`config.mk`:
```
export PLATFORM = sky130hd
export DESIGN_NAME = rtc_periodic_gen
export DESIGN_NICKNAME = d
export VERILOG_FILES = /design/src/rtl/rpg_pkg.sv /design/src/rtl/rpg_code_remap.sv /design/src/rtl/rpg_period_mask.sv /design/src/rtl/rpg_divider.sv /design/src/rtl/rtc_periodic_gen.sv
export SDC_FILE = /design/constraint.sdc
export NUM_CORES = 1
export LEC_CHECK = 0
export CAP_MARGIN = 20
export CORE_ASPECT_RATIO = 1.4
export CORE_MARGIN = 4
export CORE_UTILIZATION = 60
export DETAILED_ROUTE_END_ITERATION = 16
export DONT_BUFFER_PORTS = 1
export GPL_TIMING_DRIVEN = 0
export MAX_ROUTING_LAYER = met4
export PLACE_DENSITY = 0.8
export SLEW_MARGIN = 20
export SYNTH_ARGS = -nofsm -noshare
export SYNTH_HDL_FRONTEND = slang
export SYNTH_SLANG_ARGS = --single-unit
```
`constraint.sdc`:
```
create_clock -name clk -period 3.45 [get_ports clk]
set_clock_uncertainty 0.2 [all_clocks]
set_input_delay 0.1725 -clock clk [delete_from_list [all_inputs] [get_ports clk]]
set_output_delay 0.1725 -clock clk [all_outputs]
set_load 0.01 [all_outputs]
```
`src/rtl/rpg_pkg.sv`:
```
package rpg_pkg;
    localparam int DIVCTL_W = 3;
    localparam logic [DIVCTL_W-1:0] DIV_RUN_MAX = 3'b010;
    localparam int ALIAS_ADD = 7;

    typedef enum logic [1:0] {
        ST_STOP  = 2'd0,
        ST_RESET = 2'd1,
        ST_LOW   = 2'd2,
        ST_HIGH  = 2'd3
    } rpg_state_e;
endpackage

```
`src/rtl/rpg_code_remap.sv`:
```
module rpg_code_remap
    import rpg_pkg::*;
#(
    parameter int CODE_W = 4
) (
    input  logic [CODE_W-1:0] code_i,
    output logic [CODE_W-1:0] eff_o
);
    always_comb begin
        if ((code_i == CODE_W'(1)) || (code_i == CODE_W'(2))) begin
            eff_o = code_i + CODE_W'(ALIAS_ADD);
        end else begin
            eff_o = code_i;
        end
    end
endmodule

```
`src/rtl/rpg_period_mask.sv`:
```
module rpg_period_mask #(
    parameter int CODE_W = 4,
    parameter int DIV_W  = 14
) (
    input  logic [CODE_W-1:0] eff_i,
    output logic [DIV_W-1:0]  mask_o,
    output logic [DIV_W-1:0]  half_o
);
    // mask: period-1 = 2^(n-1)-1 ; half: 2^(n-2)
    for (genvar i = 0; i < DIV_W; i++) begin : g_bit
        assign mask_o[i] = (int'(eff_i) > (i + 1));
        assign half_o[i] = (int'(eff_i) == (i + 2));
    end
endmodule

```
`src/rtl/rpg_divider.sv`:
```
module rpg_divider #(
    parameter int DIV_W = 14
) (
    input  logic             clk,
    input  logic             rst_n,
    input  logic             step_i,
    input  logic             clear_i,
    output logic [DIV_W-1:0] cnt_nxt_o
);
    logic [DIV_W-1:0] cnt_q;

    assign cnt_nxt_o = cnt_q + DIV_W'(1);

    always_ff @(posedge clk or negedge rst_n) begin
        if (!rst_n) begin
            cnt_q <= '0;
        end else if (clear_i) begin
            cnt_q <= '0;
        end else if (step_i) begin
            cnt_q <= cnt_nxt_o;
        end
    end
endmodule

```
`src/rtl/rtc_periodic_gen.sv`:
```
module rtc_periodic_gen
    import rpg_pkg::*;
#(
    parameter int CODE_W = 4
) (
    input  logic                clk,
    input  logic                rst_n,
    input  logic                tick_32k,
    input  logic [CODE_W-1:0]   rate_code,
    input  logic [DIVCTL_W-1:0] div_ctrl,
    input  logic                pie_en,
    input  logic                sqw_en,
    output logic                pf_pulse,
    output logic                irq_pulse,
    output logic                sqw_out
);
    localparam int DIV_W = (1 << CODE_W) - 2;

    rpg_state_e        state, state_nxt;
    logic [CODE_W-1:0] eff_in, cur_n;
    logic [DIV_W-1:0]  cnt_nxt, mask_cur, half_cur;
    logic divrst, counting, gen_en, step;
    logic at_bound, at_half, running, evt;
    logic pf_q, irq_q, sqw_q;

    rpg_code_remap #(.CODE_W(CODE_W)) u_remap (
        .code_i (rate_code),
        .eff_o  (eff_in)
    );

    rpg_period_mask #(.CODE_W(CODE_W), .DIV_W(DIV_W)) u_mask (
        .eff_i  (cur_n),
        .mask_o (mask_cur),
        .half_o (half_cur)
    );

    rpg_divider #(.DIV_W(DIV_W)) u_div (
        .clk       (clk),
        .rst_n     (rst_n),
        .step_i    (step),
        .clear_i   (divrst),
        .cnt_nxt_o (cnt_nxt)
    );

    // Qualifiers
    always_comb begin
        divrst   = (div_ctrl[DIVCTL_W-1:DIVCTL_W-2] == 2'b11);
        counting = (div_ctrl <= DIV_RUN_MAX);
        gen_en   = (rate_code != '0) && (pie_en || sqw_en);
        step     = tick_32k && counting && !divrst;
        at_bound = step && ((cnt_nxt & mask_cur) == '0);
        at_half  = step && ((cnt_nxt & mask_cur) == half_cur);
        running  = (state == ST_LOW) || (state == ST_HIGH);
        evt      = running && gen_en && at_bound;
    end

    // Next-state logic
    always_comb begin
        state_nxt = state;
        if (divrst) begin
            state_nxt = ST_RESET;
        end else begin
            unique case (state)
                ST_RESET: state_nxt = gen_en ? ST_LOW : ST_STOP;
                ST_STOP:  if (gen_en) state_nxt = ST_LOW;
                ST_LOW: begin
                    if (!gen_en)      state_nxt = ST_STOP;
                    else if (at_half) state_nxt = ST_HIGH;
                end
                ST_HIGH: begin
                    if (!gen_en)       state_nxt = ST_STOP;
                    else if (at_bound) state_nxt = ST_LOW;
                end
            endcase
        end
    end

    // State register and active rate latch
    always_ff @(posedge clk or negedge rst_n) begin
        if (!rst_n) begin
            state <= ST_STOP;
            cur_n <= '0;
        end else begin
            state <= state_nxt;
            if (!running || evt) begin
                cur_n <= eff_in;
            end
        end
    end

    // Output registers
    always_ff @(posedge clk or negedge rst_n) begin
        if (!rst_n) begin
            pf_q  <= 1'b0;
            irq_q <= 1'b0;
            sqw_q <= 1'b0;
        end else begin
            pf_q  <= evt;
            irq_q <= evt && pie_en;
            sqw_q <= sqw_en && (state_nxt == ST_HIGH);
        end
    end

    assign pf_pulse  = pf_q;
    assign irq_pulse = irq_q;
    assign sqw_out   = sqw_q;

    // Assertions
    a_r5_irq_with_pf: assert property (@(posedge clk) disable iff (!rst_n)
        irq_pulse |-> pf_pulse);
    a_r5_irq_needs_pie: assert property (@(posedge clk) disable iff (!rst_n)
        irq_pulse |-> $past(pie_en));
    a_r5_pf_single: assert property (@(posedge clk) disable iff (!rst_n)
        pf_pulse |=> !pf_pulse);
    a_r6_sqw_off: assert property (@(posedge clk) disable iff (!rst_n)
        $past(!sqw_en) |-> !sqw_out);
    a_r7_divrst_quiet: assert property (@(posedge clk) disable iff (!rst_n)
        $past(divrst) |-> (!pf_pulse && !sqw_out));
    a_r9_rate_hold: assert property (@(posedge clk) disable iff (!rst_n)
        (running && gen_en && !divrst && !evt) |=> $stable(cur_n));
    a_r3_no_alias_live: assert property (@(posedge clk) disable iff (!rst_n)
        (cur_n != CODE_W'(1)) && (cur_n != CODE_W'(2)));
endmodule

```
* After elaboration in Yosys (flattened, before gate mapping)
Cells that the tools add are included.
** Word-level totals
- Register bits after elaboration :: 23
- Input port bits :: 12
- Output and inout port bits :: 3
** Cells by class
- $add $sub $neg :: 2
- Magnitude comparators :: 15
- Equal/unequal tests :: 22
- Muxes and demuxes :: 11
- Bitwise logic cells :: 1
- Reduce and logical (&&, ||, !) cells :: 19
** Operators by type and width (count)
- $eq A4 B4 Y1 const B :: 8
- $gt A4 B4 Y1 const B :: 7
- $mux W14 :: 2
- $eq A4 B3 Y1 const B :: 4
- $gt A4 B3 Y1 const B :: 4
- $add A14 B1 Y14 const B :: 1
- $and A14 B14 Y14 :: 1
- $eq A14 B14 Y1 :: 1
- $logic_not A14 Y1 :: 1
- $mux W2 :: 7
- $logic_and A1 B1 Y1 :: 9
- $eq A2 B2 Y1 const B :: 4
- $eq A4 B1 Y1 const B :: 2
- $eq A4 B2 Y1 const B :: 2
- $gt A4 B2 Y1 const B :: 2
- $pmux W2 S4 :: 1
- $add A4 B3 Y4 const B :: 1
- $gt A4 B1 Y1 const B :: 1
- $logic_or A1 B1 Y1 :: 4
- $mux W4 :: 1
- $reduce_bool A4 Y1 :: 1
- $le A3 B2 Y1 const B :: 1
- $eq A2 B1 Y1 const B :: 1
- $logic_not A1 Y1 :: 2
- 2 further kinds :: 2

* Depth between registers and ports, before layout
Gate-level depths: netlist of run 1.
- Depth after elaboration :: 10
- Depth in mapped cells :: 9
- Depth with buffers taken out :: 8

* Cells and area by module
From an unflattened synthesis of run 1, not the netlist that was laid out.
** Unflattened totals
- Cells, all modules :: 233
- Area total of the unflattened synthesis :: 1938.1 um^2
** Modules (own cells, without submodules)
- rpg_divider :: instances 1, cells an instance 102, area an instance 917.1 um^2, sequential area each 350.3 um^2
- rtc_periodic_gen :: instances 1, cells an instance 76, area an instance 693.2 um^2, sequential area each 225.2 um^2
- rpg_period_mask :: instances 1, cells an instance 40, area an instance 216.5 um^2, sequential area each 0.0 um^2
- rpg_code_remap :: instances 1, cells an instance 15, area an instance 111.4 um^2, sequential area each 0.0 um^2

* Least setup slack after synthesis of run 1
No wires, ideal clock.
- Path type :: reg2reg
- Start :: register u_div.cnt_q[0]
- End :: register cur_n[1]
- Arrival time :: 2.457 ns
- Required time :: 3.122 ns
- Setup slack :: 0.666 ns
- Stages on the path, launching flop included :: 9
- Cell sequence :: dfrtp_1 > ha_1 > xnor2_2 > a21oi_1 > or4_1 > nor4_2 > nand4_2 > o21ai_4 > mux2_1
** On the way
- Cells in the longest elaborated chain, start to end :: 6
** RTL lines
- from (decl) :: RTL line rpg_divider.sv:10 : logic [DIV_W-1:0] cnt_q;
- from (signal assigned) :: RTL line rpg_divider.sv:20 : cnt_q <= cnt_nxt_o;
- $add A14 B1 Y14 :: RTL line rpg_divider.sv:12 : assign cnt_nxt_o = cnt_q + DIV_W'(1);
- $and A14 B14 Y14 :: RTL line rtc_periodic_gen.sv:51 : at_bound = step && ((cnt_nxt & mask_cur) == '0);
- $logic_not A14 Y1 :: RTL line rtc_periodic_gen.sv:51
- $logic_and A1 B1 Y1 :: RTL line rtc_periodic_gen.sv:51
- $logic_and A1 B1 Y1 :: RTL line rtc_periodic_gen.sv:54 : evt = running && gen_en && at_bound;
- $logic_or A1 B1 Y1 :: RTL line rtc_periodic_gen.sv:85 : if (!running || evt) begin
- to (signal assigned) :: RTL line rtc_periodic_gen.sv:86 : cur_n <= eff_in;
- to (decl) :: RTL line rtc_periodic_gen.sv:20 : logic [CODE_W-1:0] eff_in, cur_n;
Every way passes these cells.
A chain may end at the register's enable or synchronous reset.

* Worst setup path in the final report of run 1
Same ends and word-level chain as after synthesis.

==> flow_summary_export.csv, run 1 <==
group,metric,value,unit
flow_run,cap_violations,0,
synth,synthCells,256,
finish,drive_above_1_share,8.46,%
finish,regArea,576,µm²
floorplan,start_util,64.0,%
placed_design,post-place-ws,0.219,ns
detailed_routing,drc,0,
sta,rsz0062_at_grt,"false",
sta,hold-worst-slack,0.0188,ns
synth,yosysSeqAreaShare,28.2,%
detailed_routing,antenna_left,0,
synth,synth_top_area_cell,"dfrtp_1",
critical_path,critPathLaunchType,"flop",
finish,diodes,0,
detailed_routing,wl_per_cell,17.8,µm
critical_path,cp.required,3.41,ns
synth,synth_top_cell_area_share,28.2,%
outcome,status,"finished, final reports clean",
clocking,cts_tree,"built",
detailed_routing,wl_met2,2.81,mm
floorplan,die_h,77.0,µm
power_and_ir_drop,pwr-share-seq,43.4,%
detailed_routing,wl_met1,2.11,mm
synth,synth_edf_count,0,
global_routing,grtUsageTotal,28.6,%
sta,finalSetupViolations,0,
power_and_ir_drop,power_frac_clock,26.1,%
sta,fin_crit,3.17,ns
synth,synthFlopType,"dfrtp_1",
critical_path,ff2ff_path_depth,8,
finish,layout.nets,289,
floorplan,io_pins,15,
sta,maxSlewHeadroom,60.3,%
floorplan,core_area,3180,µm²
sta,slew_violations,0,
power_and_ir_drop,power.leakage,0.000917,µW
detailed_routing,topRoutingLayerUsed,"met4",
critical_path,arrival,3.13,ns
power_and_ir_drop,switching_share,34.8,%
sta,period_share,91.8,%
power_and_ir_drop,power.density,308,nW/µm²
finish,multi_input_area,1340,µm²
critical_path,crit_path_end_kind,"flop",
global_routing,grt_max_degree,24,
hold_path,hp-class,"in2reg",
hold_path,min_path_cells,3,
clocking,cts.clk_slew.worst_paths,0.09,ns
clocking,cts_buffers,3,
synth,syn_avg_cell_area,7.96,µm²
finish,finalNonFillerCells,311,
clocking,root_buffer,"clkbuf_8",
critical_path,cp_max_fo,10,
detailed_routing,drtIter0Drc,144,
placed_design,io_buffer_count,0,
sta,fmax,0.316,GHz
clocking,clk_path_buf_depth,2,
sta,setup-tns-final,0,ns
synth,synth.distinct_cells,59,
global_routing,grt_overflow,0,
power_and_ir_drop,ir_drop,0.269,mV
power_and_ir_drop,net-switching-power,242,µW
finish,num-fill-cells,268,
floorplan,die_w,57.3,µm
detailed_routing,via_per_inst,6.72,
synth,synth-async-reset-ratio,100,%
synth,synth-seq-cells,23,
synth,syn-num-nets,272,
detailed_routing,first_pass_iters,4,
synth,synth_area,2040,µm²
sta,hold_violations,0,
detailed_routing,wirelength,5.54,mm
floorplan,num_rows,24,
detailed_routing,routed-via-count,2089,
global_routing,grt_pass1_wl,9.82,mm
finish,area_growth,10.6,%
global_routing,antenna_found_initial,0,
detailed_routing,met3WireLength,340,µm
sta,tightestPinTransition,0.593,ns
power_and_ir_drop,p_comb_share,30.5,%
sta,worst_slack,0.284,ns
global_routing,grt_pass1_vias,2119,
clocking,worstSkewPairLatency,0.28,ns
critical_path,worstSetupPathType,"reg2reg",
power_and_ir_drop,p_int,452,µW
placed_design,place_inst,295,
clocking,h-tree-depth,1,
placed_design,hpwl,4.05,mm
clocking,cts.sinks,23,
synth,yosysWarnings,0,
floorplan,dieArea,4410,µm²
placed_design,place_congestion,1.01,
synth,ys_top_cells_by_area,"dfrtp_1, o21ai_0, nor2_1",
worst max-delay path: stages, from the launching register on:
cell	delay, ns
dfrtp_1	0.46
ha_1	0.33
nand2_1	0.29
o21ai_0	0.38
nand4_1	0.20
o41ai_2	0.40
nand4_2	0.21
o21ai_4	0.23
mux2_1	0.35
layout make-up:
class	count	share of cell area, %
Multi-Input combinational cell	206	59.4
Tap cell	39	2.17
Clock buffer	3	1.83
Inverter	6	0.999
Buffer	21	4.72
Sequential cell	23	25.5
Timing Repair Buffer	12	5.11
Clock inverter	1	0.222
per-stage QoR:
stage | util (%) | total power (µW) | area, µm²
after global routing | 70.8 | 736 | 2250
after global placement | 65.6 | 493 | 2090
final | 70.8 | 693 | 2250
after floorplan | - | 455 | 2040
after detailed placement | 65.6 | 497 | 2090
after CTS | 70.5 | 689 | 2240
power groups by stage:
stage	registers, µW	logic (µW)	clock network [µW]
6_report	301	211	181
5_1_grt	304	234	197
4_1_cts	301	207	181
3_5_place_dp	306	191	0
3_3_place_gp	305	188	0
2_1_floorplan	302	153	0
routing by layer:
metal / track usage, % / vias up
met5: - / -
met4: 15.5 / 0
met3: 5.04 / 29
met2: 46.3 / 86
met1: 33.0 / 989
li1: - / 985
placed cells by master, fill, tap and decap left out, types with 11 or more instances in the layout:
master | Yosys | routed
a21oi_1 | 16 | 16
nor2_1 | 25 | 25
nand2_1 | 23 | 23
clkbuf_1 | 11 | 11
nand3_1 | 12 | 12
o21ai_0 | 19 | 19
dlygate4sd3_1 | 0 | 11
dfrtp_1 | 23 | 23
logic make-up after synthesis:
kind of cell / share of synthesized area [%]
simple gates: 29.3
compound gates: 25.3
buf+inv: 6.32
flops: 28.2
xor+xnor: 4.67
mux: 3.68
fa+ha+maj: 2.46
registers in the layout (all words and copies together) (netlist names):
| name | cells |
|---|---|
| state | 2 |
| sqw_out | 1 |
| cur_n | 4 |
| pf_pulse | 1 |
| irq_pulse | 1 |
| u_div.cnt_q | 14 |
path summary, 6_finish.rpt:
kind | start | to | slack [ns]
max in group asynchronous | rst_n | cur_n[3] | 2.49
min reg2reg | u_div.cnt_q[13] | u_div.cnt_q[13] | 0.31
min in group asynchronous | rst_n | u_div.cnt_q[9] | 0.20
max | u_div.cnt_q[0] | cur_n[1] | 0.28
min | rate_code[1] | cur_n[1] | 0.02
max reg2reg | u_div.cnt_q[0] | cur_n[1] | 0.28
timing repair:
action	4_1_cts	5_1_grt
setup endpoints to repair	0	3
setup buffers	0	0
hold buffers	11	1
hold endpoints to repair	34	23
resized for setup	0	1
Yosys cell counts, types with 3 or more instances:
| cell | count |
|---|---|
| nor2_1 | 25 |
| dfrtp_1 | 23 |
| nand2_1 | 23 |
| o21ai_0 | 19 |
| a21oi_1 | 16 |
| nand3_1 | 12 |
| clkbuf_1 | 11 |
| and2_1 | 6 |
| inv_1 | 6 |
| nand4_1 | 6 |
| nor4_1 | 6 |
| nor3_1 | 5 |
| o31ai_1 | 5 |
| xnor2_1 | 5 |
| buf_2 | 4 |
| ha_1 | 4 |
| nand2b_1 | 4 |
| nor2b_1 | 4 |
| or3_1 | 4 |
| xor2_1 | 4 |
| a31oi_1 | 3 |
| mux2_1 | 3 |
| mux2i_1 | 3 |
| nand3b_1 | 3 |
| o21bai_1 | 3 |
| o22ai_1 | 3 |
| o41ai_1 | 3 |
Power figures use the tool's default switching activity.
==> inputs of run 2 (changes only) <==
- ABC_AREA: not set -> 1
- CORE_UTILIZATION: 60 -> 55
- PLACE_DENSITY: 0.8 -> 0.74
==> flow_summary_export.csv, run 2 <==
group,metric,value,unit
detailed_routing,wl_per_cell,13.8,µm
synth,synth_top_cell_area_share,31.1,%
critical_path,worstSetupPathType,"reg2reg",
detailed_routing,first_pass_iters,4,
power_and_ir_drop,power.density,345,nW/µm²
synth,synth-async-reset-ratio,100,%
synth,ys_top_cells_by_area,"dfrtp_1, nand2_1, nand3_1",
finish,largest_reg_flops,14,
critical_path,crit_path_end_kind,"flop",
synth,synth_most_common_cell,"nand2_1",
sta,hold_violations,0,
finish,multi_input_area,1110,µm²
hold_path,hp-class,"in2reg",
placed_design,hpwl,3.55,mm
clocking,cts_tree,"built",
power_and_ir_drop,power.leakage,0.000932,µW
finish,num-fill-cells,295,
finish,top_regs,"u_div.cnt_q x14, cur_n x4, state x2",
synth,syn-num-nets,308,
floorplan,core_area,3180,µm²
finish,area_growth,10.2,%
clocking,ctsResizeCount,0,
clocking,h-tree-depth,1,
sta,tightestPinTransition,0.538,ns
sta,fin_crit,2.27,ns
outcome,status,"finished, final reports clean",
finish,regMostFlops,"u_div.cnt_q",
critical_path,crit_buf_inv,0,
finish,final_common_cell,"nand2_1",
critical_path,cp_max_fo,7,
synth,synth_area,1850,µm²
synth,synth_common_cells,"nand2_1, nand3_1, nor2_1",
clocking,postCtsSetupBuffers,0,
finish,layout_common_cells,"nand2_1, nand3_1, nor2_1",
sta,rsz0062_at_grt,"false",
finish,drive_above_1_share,8.50,%
clocking,worstSkewPairLatency,0.27,ns
floorplan,start_util,58.1,%
sta,worst_slack,1.18,ns
synth,synth_edf_count,0,
floorplan,io_pins,15,
global_routing,grtUsageMet1,27.9,%
synth,synth-seq-cells,23,
floorplan,die_w,57.0,µm
clocking,clk_path_buf_depth,2,
sta,setup-tns-final,0,ns
global_routing,grt_max_degree,24,
sta,slew_violations,0,
critical_path,critPathSlowestCell,"dfrtp_1",
floorplan,dieArea,4370,µm²
synth,synthCells,292,
detailed_routing,drc,0,
finish,regArea,576,µm²
critical_path,cp.required,3.46,ns
synth,synthFlopType,"dfrtp_1",
global_routing,grt.met2_usage,43.2,%
synth,yosysSeqAreaShare,31.1,%
sta,fmax,0.441,GHz
flow_run,cap_violations,0,
clocking,cts_buffers,3,
floorplan,die_h,76.6,µm
detailed_routing,routed-via-count,1895,
critical_path,max_stage_delay,0.41,ns
global_routing,grt_pass1_wl,8.40,mm
critical_path,crit_top_cell,"nand2_1",
placed_design,post-place-ws,1.21,ns
placed_design,place_congestion,1.01,
global_routing,globalRoute.busiestLayer,"met2",
global_routing,gr-usage-met3,2.54,%
critical_path,crit_chain,"ha_1 > nand3_1 > nor2_2 > nand2_1 > nand2_1 > nor2_1 > nor2_1 > nand3_1 > nor2_2 > nand3_2 > nand2_2 > nand2_1 > nand2_1",
sta,hold-worst-slack,0.0372,ns
finish,layout.nets,323,
sta,maxSlewHeadroom,64.1,%
critical_path,arrival,2.27,ns
global_routing,grt_pass1_vias,1914,
global_routing,grtUsageTotal,24.6,%
synth,syn_avg_cell_area,6.33,µm²
clocking,cts.sinks,23,
finish,diodes,0,
detailed_routing,antenna_left,0,
detailed_routing,wirelength,4.78,mm
critical_path,critPathTopFamily,"simple AND/OR/NAND/NOR gates",
clocking,root_buffer,"clkbuf_8",
detailed_routing,drtIter0Drc,81,
global_routing,grt_overflow,0,
sta,finalSetupViolations,0,
global_routing,antenna_found_initial,0,
critical_path,critPathLaunchType,"flop",
sta,period_share,65.7,%
synth,yosysWarnings,0,
synth,synth.distinct_cells,24,
clocking,ctsHoldBuffers,9,
placed_design,io_buffer_count,0,
floorplan,num_rows,24,
clocking,cts.clk_slew.worst_paths,0.09,ns
power_and_ir_drop,ir_drop,0.255,mV
detailed_routing,via_per_inst,5.49,
synth,synth_top_area_cell,"dfrtp_1",
## run 2: changes by cell type after synthesis, sizes merged, moves of 6 or more
cell,delta
a21oi,-11
nor2,+23
nand3,+30
inv,+31
nor4,-8
xnor2,-6
buf,-8
o21ai,-6
clkbuf,-10
nand2,+64
## run 2: stage by stage
stage / utilization [%] / instances / total power (µW) / instance area (µm²)
after floorplan: - / 292 / 469 / 1850
after global routing: 64.0 / 345 / 751 / 2040
after global placement: 59.6 / 331 / 511 / 1900
after detailed placement: 59.6 / 331 / 514 / 1900
final: 64.0 / 345 / 703 / 2040
after CTS: 63.9 / 344 / 705 / 2030
## run 2: layout make-up
| class | instances | share of cell area (%) |
|---|---|---|
| repair buffers | 10 | 4.67 |
| inverters | 38 | 7.12 |
| multi-input cells | 228 | 54.4 |
| plain buffers | 3 | 0.982 |
| flip-flops and latches | 23 | 28.2 |
| clock buffers | 4 | 2.21 |
| well taps | 39 | 2.39 |
## run 2: cell families after synthesis
logic type               after synthesis  synth area share, %
XOR/XNOR                               2                0.947
buffers and inverters                 41                 8.93
AO/OA/AOI/OAI                         28                 8.32
AND/OR/NAND/NOR                      194                 48.0
flip-flops                            23                 31.1
adder cells (fa/ha/maj)                4                 2.71
## run 2: path summary, 6_finish.rpt
| kind | from | end | slack [ns] | cells after the start |
|---|---|---|---|---|
| max | u_div.cnt_q[0] | cur_n[2] | 1.18 | 13 |
| min | rate_code[2] | cur_n[0] | 0.04 | 5 |
| max reg2reg | u_div.cnt_q[0] | cur_n[2] | 1.18 | 13 |
| min reg2reg | u_div.cnt_q[1] | u_div.cnt_q[1] | 0.39 | 2 |
| max in group asynchronous | rst_n | u_div.cnt_q[2] | 2.47 | 2 |
| min in group asynchronous | rst_n | u_div.cnt_q[8] | 0.21 | 2 |
## run 2: tightest hold or removal path, stage by stage
cell	delay [ns]
nor2_1	0.05
nand2_1	0.06
o21ai_0	0.08
nand2_1	0.07
nand2_1	0.04
## run 2: metal layers
layer  part of all wire [%]  vias up
met5                      0        -
met4                    2.2        0
met3                    3.9       11
met2                     53       53
met1                     41      856
li1                       -      975
## run 2: report_power, final
part	switching [µW]	internal [µW]	leakage, µW
Clock	91.6	82.7	0.0000228
Sequential	25.1	289	0.000307
Combinational	143	71.9	0.000602
Total	259	444	0.000932
==> inputs of run 3 (changes only) <==
- clock period: 3.45 -> 2.1 ns (I/O delays scaled with it)
==> flow_summary_export.csv, run 3 (synthesized netlist as in run 2, its figures left out) <==
group,metric,value,unit
floorplan,die_h,76.6,µm
floorplan,die_w,57.0,µm
global_routing,grtUsageTotal,24.9,%
flow_run,cap_violations,0,
global_routing,grt_max_degree,24,
sta,finalSetupViolations,0,
detailed_routing,drc,0,
detailed_routing,routed-via-count,1998,
finish,area_growth,20.1,%
outcome,status,"finished, final reports clean",
finish,top_regs,"u_div.cnt_q x14, cur_n x4, state x2",
finish,drive_above_1_share,15.9,%
critical_path,arrival,2.09,ns
clocking,h-tree-depth,1,
global_routing,grt_pass1_vias,1950,
clocking,cts_tree,"built",
sta,tightestPinTransition,0.546,ns
sta,fin_crit,2.07,ns
clocking,cts_buffers,3,
critical_path,crit_path_end_kind,"flop",
critical_path,cp.required,2.11,ns
floorplan,core_area,3180,µm²
clocking,clk_path_buf_depth,2,
floorplan,start_util,58.1,%
sta,period_share,98.8,%
critical_path,setup.worst_path.end,"cur_n[2]",
critical_path,reg2reg_to,"cur_n[2]",
finish,regMostFlops,"u_div.cnt_q",
placed_design,io_buffer_count,0,
power_and_ir_drop,ir_drop,0.444,mV
placed_design,hpwl,3.55,mm
finish,diodes,0,
global_routing,antenna_found_initial,0,
clocking,cts.clk_slew.worst_paths,0.09,ns
global_routing,grt_overflow,0,
sta,rsz0062_at_grt,"true",
finish,layout.nets,331,
critical_path,r2r_start,"u_div.cnt_q[0]",
finish,largest_reg_flops,14,
clocking,worstSkewPairLatency,0.27,ns
hold_path,hp-class,"in2reg",
detailed_routing,antenna_left,0,
critical_path,r2r_setup_slack,0.03,ns
floorplan,dieArea,4370,µm²
finish,utilization,69.8,%
critical_path,worstSetupPathType,"reg2reg",
sta,slew_violations,0,
floorplan,io_pins,15,
finish,postLayoutCellArea,2220,µm²
critical_path,critPathLaunchType,"flop",
sta,maxSlewHeadroom,63.6,%
sta,fmax,0.482,GHz
placed_design,placed_area,1900,µm²
detailed_routing,via_per_inst,5.66,
power_and_ir_drop,power.density,566,nW/µm²
sta,hold_violations,0,
critical_path,critPathLaunch,"u_div.cnt_q[0]",
detailed_routing,wl_per_cell,14.5,µm
clocking,cts.sinks,23,
detailed_routing,drtIter0Drc,91,
finish,final_common_cell,"nand2_1",
power_and_ir_drop,finalPower,1260,µW
detailed_routing,first_pass_iters,4,
detailed_routing,wirelength,5.11,mm
critical_path,ff2ff_path_depth,11,
clocking,root_buffer,"clkbuf_8",
critical_path,cp_max_fo,7,
global_routing,grt_pass1_wl,8.49,mm
power_and_ir_drop,power.leakage,0.000989,µW
finish,layout_common_cells,"nand2_1, nor2_1, inv_1, nand3_1, dfrtp_1",
placed_design,place_congestion,1.01,
floorplan,num_rows,24,
sta,setup-tns-final,0,ns
==> run 3: cell count changes in the layout (fill, tap and decap cells not counted), moves of 2 or more <==
cell     previous run  this run
nand3_1            39        35
nor2_2              8         4
nand2_4             0         2
nand2_1            81        72
buf_4               0         5
nand3_4             0         2
nand2_2             6        13
nor2_4              2         8
nand3_2             3         5
==> run 3: per-layer routing <==
metal / track usage, % / vias up / wire (µm)
li1: - / 996 / -
met1: 27.8 / 907 / 2040
met2: 43.4 / 71 / 2640
met3: 2.71 / 24 / 214
met4: 11.4 / 0 / 210
met5: - / - / 0
==> run 3: where the power goes <==
part / internal, µW / leakage, µW / switching, µW
logic: 168 / 0.000661 / 278
registers: 476 / 0.000306 / 46.1
clock network: 136 / 0.0000228 / 154
==> run 3: how the worst min path moves through the flow <==
stage | startpoint | end | slack, ns | cells after the start
final | rate_code[1] | cur_n[1] | 0.03 | 5
after floorplan | rst_n | cur_n[0] | -0.39 | 0
after detailed placement | rst_n | u_div.cnt_q[6] | -0.39 | 0
after global routing | rate_code[1] | cur_n[1] | 0.09 | 5
after global placement | rst_n | u_div.cnt_q[5] | -0.39 | 0
after CTS | rate_code[1] | cur_n[1] | 0.03 | 5
==> run 3: repair_timing <==
action                                  CTS  global route
endpoints found under the setup margin    7             8
pin swaps                                 2            12
buffers inserted                          4             2
cloned                                    0             1
hold endpoints to repair                 30            23
hold buffers                             10             1
gates resized for setup                   7            23
==> run 3: area by class of cell <==
class | count | area (µm²)
inverter | 38 | 149
buffer | 3 | 20.0
multi-input combinational | 229 | 1230
fill | 278 | 962
sequential | 23 | 577
clock buffer | 4 | 45.0
tap | 39 | 48.8
timing repair buffer | 17 | 154
==> run 3: worst max-delay path, cell delays in order (launching register included) <==
cell	delay [ns]
dfrtp_1	0.40
buf_6	0.14
clkinvlp_4	0.15
nor2_4	0.20
nand3_1	0.14
nand3_1	0.15
nand3_2	0.13
nor2_4	0.14
nand3_4	0.13
nand2_4	0.13
nand2_2	0.05
nand2_2	0.05
==> run 3: through the flow <==
| stage | worst slack (ns) | hold slack [ns] | cells |
|---|---|---|---|
| after floorplan | 0.227 | -0.391 | 292 |
| after global placement | -0.104 | -0.390 | 331 |
| after detailed placement | -0.141 | -0.390 | 331 |
| after CTS | 0.00995 | 0.0286 | 349 |
| after global routing | -0.123 | 0.0883 | 353 |
| final | 0.0252 | 0.0309 | 353 |
